===== src/rtl/rtc_pkg.sv =====
package rtc_pkg;

  // status / mask bit positions
  localparam int BIT_DONE = 15;
  localparam int BIT_PEND = 14;
  localparam int BIT_DALM = 6;
  localparam int BIT_DAY  = 5;
  localparam int BIT_HOUR = 4;
  localparam int BIT_MIN  = 3;
  localparam int BIT_SEC  = 2;
  localparam int BIT_ALM  = 1;
  localparam int BIT_SW   = 0;

  localparam int NEVT = 7;
  localparam logic [15:0] MASK_KEEP = 16'hC07F;

  localparam logic [2:0] A_TIME  = 3'd0;
  localparam logic [2:0] A_ALARM = 3'd1;
  localparam logic [2:0] A_SWCH  = 3'd2;
  localparam logic [2:0] A_MASK  = 3'd3;
  localparam logic [2:0] A_STAT  = 3'd4;
  localparam logic [2:0] A_PSC   = 3'd5;

  typedef struct packed {
    logic [14:0] day;
    logic [4:0]  hour;
    logic [5:0]  min;
    logic [5:0]  sec;
  } tword_t;

  function automatic logic is_deferred(logic [2:0] a);
    return (a == A_TIME) || (a == A_ALARM) || (a == A_SWCH) ||
           (a == A_MASK) || (a == A_PSC);
  endfunction

endpackage


===== src/rtl/rtc_prescaler.sv =====
module rtc_prescaler #(
  parameter int DIV = 32768
) (
  input  logic clk,
  input  logic rst_n,
  input  logic raw_en,
  input  logic scale_on,
  output logic tick
);
  localparam int CW = (DIV > 1) ? $clog2(DIV) : 1;
  localparam logic [CW-1:0] LAST = CW'(DIV - 1);

  logic [CW-1:0] cnt_q, cnt_d;

  assign tick = raw_en && (!scale_on || (cnt_q == LAST));

  always_comb begin
    cnt_d = cnt_q;
    if (raw_en) begin
      if (tick) cnt_d = '0;
      else      cnt_d = cnt_q + 1'b1;
    end
  end

  always_ff @(posedge clk or negedge rst_n) begin
    if (!rst_n) cnt_q <= '0;
    else        cnt_q <= cnt_d;
  end
endmodule


===== src/rtl/rtc_stage.sv =====
module rtc_stage #(
  parameter int AW = 3,
  parameter int DW = 32
) (
  input  logic          clk,
  input  logic          rst_n,
  input  logic          wr_en,
  input  logic [AW-1:0] wr_addr,
  input  logic [DW-1:0] wr_data,
  input  logic          tick,
  output logic          pending,
  output logic          commit,
  output logic [AW-1:0] c_addr,
  output logic [DW-1:0] c_data
);
  import rtc_pkg::*;

  logic          pend_q, pend_d;
  logic [AW-1:0] addr_q, addr_d;
  logic [DW-1:0] data_q, data_d;
  logic          accept;

  assign accept  = wr_en && is_deferred(3'(wr_addr)) && !pend_q;
  assign commit  = tick && pend_q;
  assign pending = pend_q;
  assign c_addr  = addr_q;
  assign c_data  = data_q;

  always_comb begin
    pend_d = pend_q;
    addr_d = addr_q;
    data_d = data_q;
    if (commit) begin
      pend_d = 1'b0;
    end else if (accept) begin
      pend_d = 1'b1;
      addr_d = wr_addr;
      data_d = wr_data;
    end
  end

  always_ff @(posedge clk or negedge rst_n) begin
    if (!rst_n) begin
      pend_q <= 1'b0;
      addr_q <= '0;
      data_q <= '0;
    end else begin
      pend_q <= pend_d;
      addr_q <= addr_d;
      data_q <= data_d;
    end
  end
endmodule


===== src/rtl/rtc_timekeep.sv =====
module rtc_timekeep #(
  parameter int SW_W = 16
) (
  input  logic                    clk,
  input  logic                    rst_n,
  input  logic                    tick,
  input  logic                    load_time,
  input  logic                    load_sw,
  input  logic [31:0]             load_val,
  input  logic [31:0]             alarm,
  output logic [31:0]             time_word,
  output logic [SW_W-1:0]         sw_count,
  output logic [rtc_pkg::NEVT-1:0] events
);
  import rtc_pkg::*;

  tword_t         t_q, t_d;
  logic [SW_W-1:0] sw_q, sw_d;

  assign time_word = t_q;
  assign sw_count  = sw_q;

  always_comb begin
    t_d    = t_q;
    sw_d   = sw_q;
    events = '0;
    if (tick) begin
      if (load_time) begin
        t_d = tword_t'(load_val);
      end else begin
        events[BIT_SEC] = 1'b1;
        if (t_q.sec >= 6'd59) begin
          t_d.sec = '0;
          events[BIT_MIN] = 1'b1;
          if (t_q.min >= 6'd59) begin
            t_d.min = '0;
            events[BIT_HOUR] = 1'b1;
            if (t_q.hour >= 5'd23) begin
              t_d.hour = '0;
              t_d.day  = t_q.day + 1'b1;
              events[BIT_DAY] = 1'b1;
            end else begin
              t_d.hour = t_q.hour + 1'b1;
            end
          end else begin
            t_d.min = t_q.min + 1'b1;
          end
        end else begin
          t_d.sec = t_q.sec + 1'b1;
        end
      end
      events[BIT_ALM]  = (t_d[16:0] == alarm[16:0]);
      events[BIT_DALM] = (t_d == alarm);

      if (load_sw) begin
        sw_d = load_val[SW_W-1:0];
      end else if (sw_q != '0) begin
        sw_d = sw_q - 1'b1;
        events[BIT_SW] = (sw_q == SW_W'(1));
      end
    end
  end

  always_ff @(posedge clk or negedge rst_n) begin
    if (!rst_n) begin
      t_q  <= '0;
      sw_q <= '0;
    end else begin
      t_q  <= t_d;
      sw_q <= sw_d;
    end
  end
endmodule


===== src/rtl/rtc_deferred.sv =====
module rtc_deferred #(
  parameter int DIV  = 32768,
  parameter int SW_W = 16
) (
  input  logic        clk,
  input  logic        rst_n,
  input  logic        tick_en,
  input  logic        wr_en,
  input  logic [2:0]  addr,
  input  logic [31:0] wr_data,
  output logic [31:0] rd_data,
  output logic        irq
);
  import rtc_pkg::*;

  // reset: asserted asynchronously, released on the clock
  logic [1:0] rs_q;
  logic       srst_n;

  always_ff @(posedge clk or negedge rst_n) begin
    if (!rst_n) rs_q <= 2'b00;
    else        rs_q <= {rs_q[0], 1'b1};
  end
  assign srst_n = rs_q[1];

  logic            tick, pend, commit;
  logic [2:0]      stg_addr;
  logic [31:0]     stg_data;
  logic [31:0]     time_w;
  logic [SW_W-1:0] sw_q;
  logic [NEVT-1:0] evt;

  logic            psc_on_q, psc_on_d;
  logic [31:0]     alarm_q, alarm_d;
  logic [15:0]     mask_q, mask_d;
  logic            done_q, done_d;
  logic [NEVT-1:0] flag_q, flag_d;
  logic [15:0]     clr;
  logic [15:0]     stat_w;

  rtc_prescaler #(.DIV(DIV)) u_psc (
    .clk(clk), .rst_n(srst_n), .raw_en(tick_en), .scale_on(psc_on_q), .tick(tick)
  );

  rtc_stage #(.AW(3), .DW(32)) u_stage (
    .clk(clk), .rst_n(srst_n), .wr_en(wr_en), .wr_addr(addr), .wr_data(wr_data),
    .tick(tick), .pending(pend), .commit(commit), .c_addr(stg_addr), .c_data(stg_data)
  );

  rtc_timekeep #(.SW_W(SW_W)) u_tk (
    .clk(clk), .rst_n(srst_n), .tick(tick),
    .load_time(commit && (stg_addr == A_TIME)),
    .load_sw(commit && (stg_addr == A_SWCH)),
    .load_val(stg_data), .alarm(alarm_q),
    .time_word(time_w), .sw_count(sw_q), .events(evt)
  );

  always_comb begin
    clr = (wr_en && (addr == A_STAT)) ? wr_data[15:0] : 16'h0000;
    flag_d = (flag_q & ~clr[NEVT-1:0]) | evt;
    done_d = (done_q & ~clr[BIT_DONE]) | commit;
    alarm_d  = alarm_q;
    mask_d   = mask_q;
    psc_on_d = psc_on_q;
    if (commit) begin
      case (stg_addr)
        A_ALARM: alarm_d  = stg_data;
        A_MASK:  mask_d   = stg_data[15:0] & MASK_KEEP;
        A_PSC:   psc_on_d = stg_data[0];
        default: ;
      endcase
    end
  end

  always_ff @(posedge clk or negedge srst_n) begin
    if (!srst_n) begin
      alarm_q  <= '0;
      mask_q   <= '0;
      psc_on_q <= 1'b1;
      done_q   <= 1'b0;
      flag_q   <= '0;
    end else begin
      alarm_q  <= alarm_d;
      mask_q   <= mask_d;
      psc_on_q <= psc_on_d;
      done_q   <= done_d;
      flag_q   <= flag_d;
    end
  end

  always_comb begin
    stat_w = 16'h0000;
    stat_w[NEVT-1:0] = flag_q;
    stat_w[BIT_PEND] = pend;
    stat_w[BIT_DONE] = done_q;
  end

  assign irq = |(stat_w & mask_q);

  always_comb begin
    case (addr)
      A_TIME:  rd_data = time_w;
      A_ALARM: rd_data = alarm_q;
      A_SWCH:  rd_data = 32'(sw_q);
      A_MASK:  rd_data = {16'h0000, mask_q};
      A_STAT:  rd_data = {16'h0000, stat_w};
      A_PSC:   rd_data = {31'h0, psc_on_q};
      default: rd_data = 32'h0;
    endcase
  end
endmodule


===== config.mk =====
export PLATFORM = sky130hd
export DESIGN_NAME = rtc_deferred
export DESIGN_NICKNAME = d
export VERILOG_FILES = /design/src/rtl/rtc_pkg.sv /design/src/rtl/rtc_prescaler.sv /design/src/rtl/rtc_stage.sv /design/src/rtl/rtc_timekeep.sv /design/src/rtl/rtc_deferred.sv
export SDC_FILE = /design/constraint.sdc
export NUM_CORES = 1
export LEC_CHECK = 0
export CAP_MARGIN = 20
export CORE_MARGIN = 8
export CORE_UTILIZATION = 40
export CTS_BUF_LIST = sky130_fd_sc_hd__clkbuf_2 sky130_fd_sc_hd__clkbuf_4 sky130_fd_sc_hd__clkbuf_8
export DETAILED_ROUTE_END_ITERATION = 10
export DONT_BUFFER_PORTS = 1
export SETUP_SLACK_MARGIN = 0.05
export SYNTH_ARGS = -nofsm -noshare
export SYNTH_HDL_FRONTEND = slang
export SYNTH_HIERARCHICAL = 1
export SYNTH_SLANG_ARGS = --single-unit

===== constraint.sdc =====
create_clock -name clk -period 8.2 [get_ports clk]
set_input_delay 0.82 -clock clk [delete_from_list [all_inputs] [get_ports clk]]
set_output_delay 0.82 -clock clk [all_outputs]
set_load 0.01 [all_outputs]

==> results.rst <==
.. list-table::
   :header-rows: 1

   * - Metric
     - Value
   * - Status
     - complete, no violations
   * - Setup CP Type
     - register to register
   * - Number of global-route vias before repair
     - 7,096
   * - Core area
     - about 23,000 um2
   * - Final total negative setup slack
     - 0 ns
   * - Synthesized Nets
     - roughly 1,000
   * - Worst setup margin
     - 3.73 ns
   * - Number of buffers created by CTS
     - 17
   * - DR vias
     - about 7,500
   * - Cells after Synth
     - around 980
   * - Cell types with the largest area share after synthesis
     - dfrtp_1, mux2_2, mux2i_1
   * - Metal-1 WL
     - 12,300 um
   * - Async S/R FF share, synth
     - 1.00
   * - Detailed-routing iteration count for the pre-antenna-repair pass
     - 7
   * - Count of yosys warnings during synthesis
     - 6
   * - Data required time of the worst path
     - 8.60 ns
   * - # clock sinks
     - 151
   * - Share of the cycle needed by the critical path after routing
     - 0.545
   * - Total of endpoints with negative setup slack in the final report
     - 0
   * - Worst IR Drop VDD
     - 140 uV
   * - Pre-CTS setup slack
     - 3.52 ns
   * - TritonCTS clock tree
     - done
   * - Horiz. Die Dim
     - approximately 170 um
   * - Site row count
     - 56
   * - # Max-Cap Violations
     - 0
   * - Routed length on met3
     - ~1300 um
   * - Setup repair after global routing missed its margin
     - no
   * - Placer Congestion
     - 0.882
   * - Root buf cell
     - clkbuf_8
   * - Top Ports
     - 72
   * - Wire length per cell after detailed routing
     - 20.3 um
   * - Final number of max-transition violations
     - 0
   * - Cell type contributing the most total cell area after synthesis
     - dfrtp_1
   * - Top routing layer in use
     - met4
   * - Initial antenna violation count
     - 0
   * - Capturing element type of the critical path
     - register
   * - Count of endpoints failing hold in the final timing report
     - 0
   * - # placed instances
     - roughly 1,200
   * - Global route overflow
     - 0
   * - Worst-margin pin slew
     - 0.969 ns
   * - Final hold slack
     - 0.0436 ns
   * - Leak Pwr
     - approximately 4.0 nW
   * - Number of synthesized register bits
     - 151
   * - Dominant synthesized flop cell
     - dfrtp_1
   * - Netlist cell types
     - 91
   * - Bufs on Longest Clock Path
     - 2
   * - Category of the worst setup path launch point
     - register
   * - GRT Total Usage
     - 0.181
   * - Fraction of the yosys area taken by sequential cells
     - 0.399
   * - Initial DRC Count
     - 827
   * - Fmax
     - approximately 220 MHz
   * - Arrival time at the worst endpoint
     - 4.87 ns
   * - Largest net degree at the start of global routing
     - about 60
   * - Wire length of the first global-routing pass
     - 41,000 um
   * - Area added between synthesis and finish
     - 6.23%
   * - Final core occ
     - 0.431
   * - Count of hold-fix buffers inserted at cts
     - 0
   * - Clock H-tree levels
     - 4
   * - Library cell with the highest instance count after synthesis
     - dfrtp_1
   * - Clock latency reported for the late side of the worst-skew pair
     - 0.46 ns
   * - Residual DRC count
     - 0
   * - Post-layout minimum cycle time
     - roughly 4.5 ns
   * - Final WL
     - between 20,000 and 30,000 um
   * - Setup skew after layout
     - roughly 0.014 ns
   * - Logic depth of the worst register-to-register path
     - 16
   * - Post-Synthesis Cell Area
     - 9470 um2
   * - Initial cell density of the core
     - 0.406
   * - DIE AREA
     - approximately 29,000 um2
   * - Power per Cell Area
     - 330 nW/um2
   * - Worst min path class
     - input pin to async pin
   * - Leading cell types by count after synthesis
     - dfrtp_1, nor2_1, mux2_2
   * - Sum of met2 wire segment lengths after detailed routing
     - 12,000 um
   * - Buffers added on ports
     - 0
   * - Setup crit start
     - u_psc/cnt_q[0]
   * - # fillers
     - 2,283
   * - Filler-free cell count of the finished design
     - 1,278
   * - Clock-pin transition on the worst setup and hold timing paths
     - 0.09 ns
   * - CP Max Fanout
     - 60
   * - Post-cts gate resize count
     - 0
   * - Remaining number of nets flagged by the antenna check after routing
     - 0
   * - Fin nets
     - 991
   * - Buffers inserted during post-CTS setup optimization
     - 0
   * - Half-perimeter wire length of the detailed placement result
     - roughly 18,000 um
   * - Number of vias per cell
     - 5.83
   * - Worst R2R Start
     - u_psc/cnt_q[0]
   * - Share of the synthesized area in the top cell type
     - 0.397
   * - Rel. slew slack
     - 0.345
   * - Average instance area after synthesis
     - 9.65 um2
   * - Height of the die
     - between 150 and 200 um
   * - Number of synthesized flops with an enable pin
     - 0
   * - Layout cells sized above 1
     - 0.163
==> final cells by class <==
cell class	instances	area [um2]	share of cell area
antenna	1	2.50	0.000249
clock buffer	21	270	0.0269
clock inverter	11	173	0.0172
inverter	23	86.3	0.00859
multi-input combinational	743	5270	0.524
sequential	151	3780	0.376
tap	319	399	0.0397
timing repair buffer	9	67.6	0.00672
==> per-layer routing <==
metal  track usage  vias up
met1         0.256     3678
met4        0.0450        0
met2         0.282      236
li1              -     3519
met5             0        -
met3        0.0320       22
==> power by group <==
group | switching, mW | total, mW | internal [mW] | leakage (nW)
clock | 0.294 | 0.645 | 0.351 | 0.225
combinational | 0.599 | 1.18 | 0.580 | 1.98
sequential | 0.472 | 1.49 | 1.02 | 1.83
==> critical path, stage by stage, from the launching register on <==
cell and delay (ns):
dfrtp_1 0.38, ha_1 0.24, nand3_4 0.11, nor4_4 0.36, a41o_2 0.34, and2_1 0.28
nor4b_2 0.24, buf_4 0.55, inv_1 0.12, nor4_1 0.37, a21oi_1 0.14, a2111oi_2 0.21
o2111ai_1 0.17, nor4_2 0.33, nand4_1 0.16, nor4b_2 0.27, a21o_1 0.10
==> kinds of logic (layout without fill, tap and decap cells) <==
logic type	Yosys count	in the layout	synth area share
and+or+nand+nor	307	307	0.173
DFF	151	151	0.399
buffers and inverters	87	64	0.0465
other	1	2	0.000396
xor gates and xnor gates	64	64	0.0592
muxes	123	123	0.142
adders and majority gates	8	8	0.0103
AOI/OAI and AO/OA	240	240	0.169
==> path summary, 6_finish.rpt <==
path                                            to  slack [ns]
worst min-delay path                       rs_q[1]        0.04
min in group clk                           rs_q[1]        0.35
worst max register to register           flag_q[6]        3.73
worst max-delay path                     flag_q[6]        3.73
max in group asynchronous       u_stage/c_data[11]        6.72
worst min register to register     u_psc/cnt_q[12]        0.31
==> sequential cells by signal, summed over array words and instances, names as in the netlist <==
| name | count |
|---|---|
| alarm_q | 32 |
| done_q | 1 |
| flag_q | 7 |
| mask_q | 9 |
| psc_on_q | 1 |
| rs_q | 2 |
| u_psc/cnt_q | 15 |
| u_stage/c_addr | 3 |
| u_stage/c_data | 32 |
| u_stage/pending | 1 |
| u_tk/sw_count | 16 |
| u_tk/time_word | 32 |
==> cell usage in the layout, fill, tap and decap left out, types with 5 or more instances in the layout <==
master    instances
nor2b_1           7
o21a_1           10
xor2_1           31
o211ai_1          5
mux2_1            6
mux2i_1          41
nor3_1           25
a21o_1           13
clkbuf_8         18
and3_1           11
a31oi_1          11
or3_1             7
a21oi_1          51
o31ai_1           7
xnor2_1          33
o22ai_1           7
inv_1            22
or2_2             8
nor2_1           92
mux2_2           74
o22a_1            5
a22oi_1          13
nand3_1          32
ha_1              7
nor4_1           15
buf_4             9
nand3b_1          5
a221o_1           5
nand2_1          60
nand4_1           7
o21ai_0          70
dfrtp_1         149
a22o_1            6
==> stage by stage <==
step                power (mW)  instance area [um2]
floorplan                 2.32                 9470
global placement          2.66                 9610
detailed placement        2.67                 9610
CTS                       3.33                10100
global route              3.55                10100
finish                    3.32                10100
(Power assumes the default switching activity.)
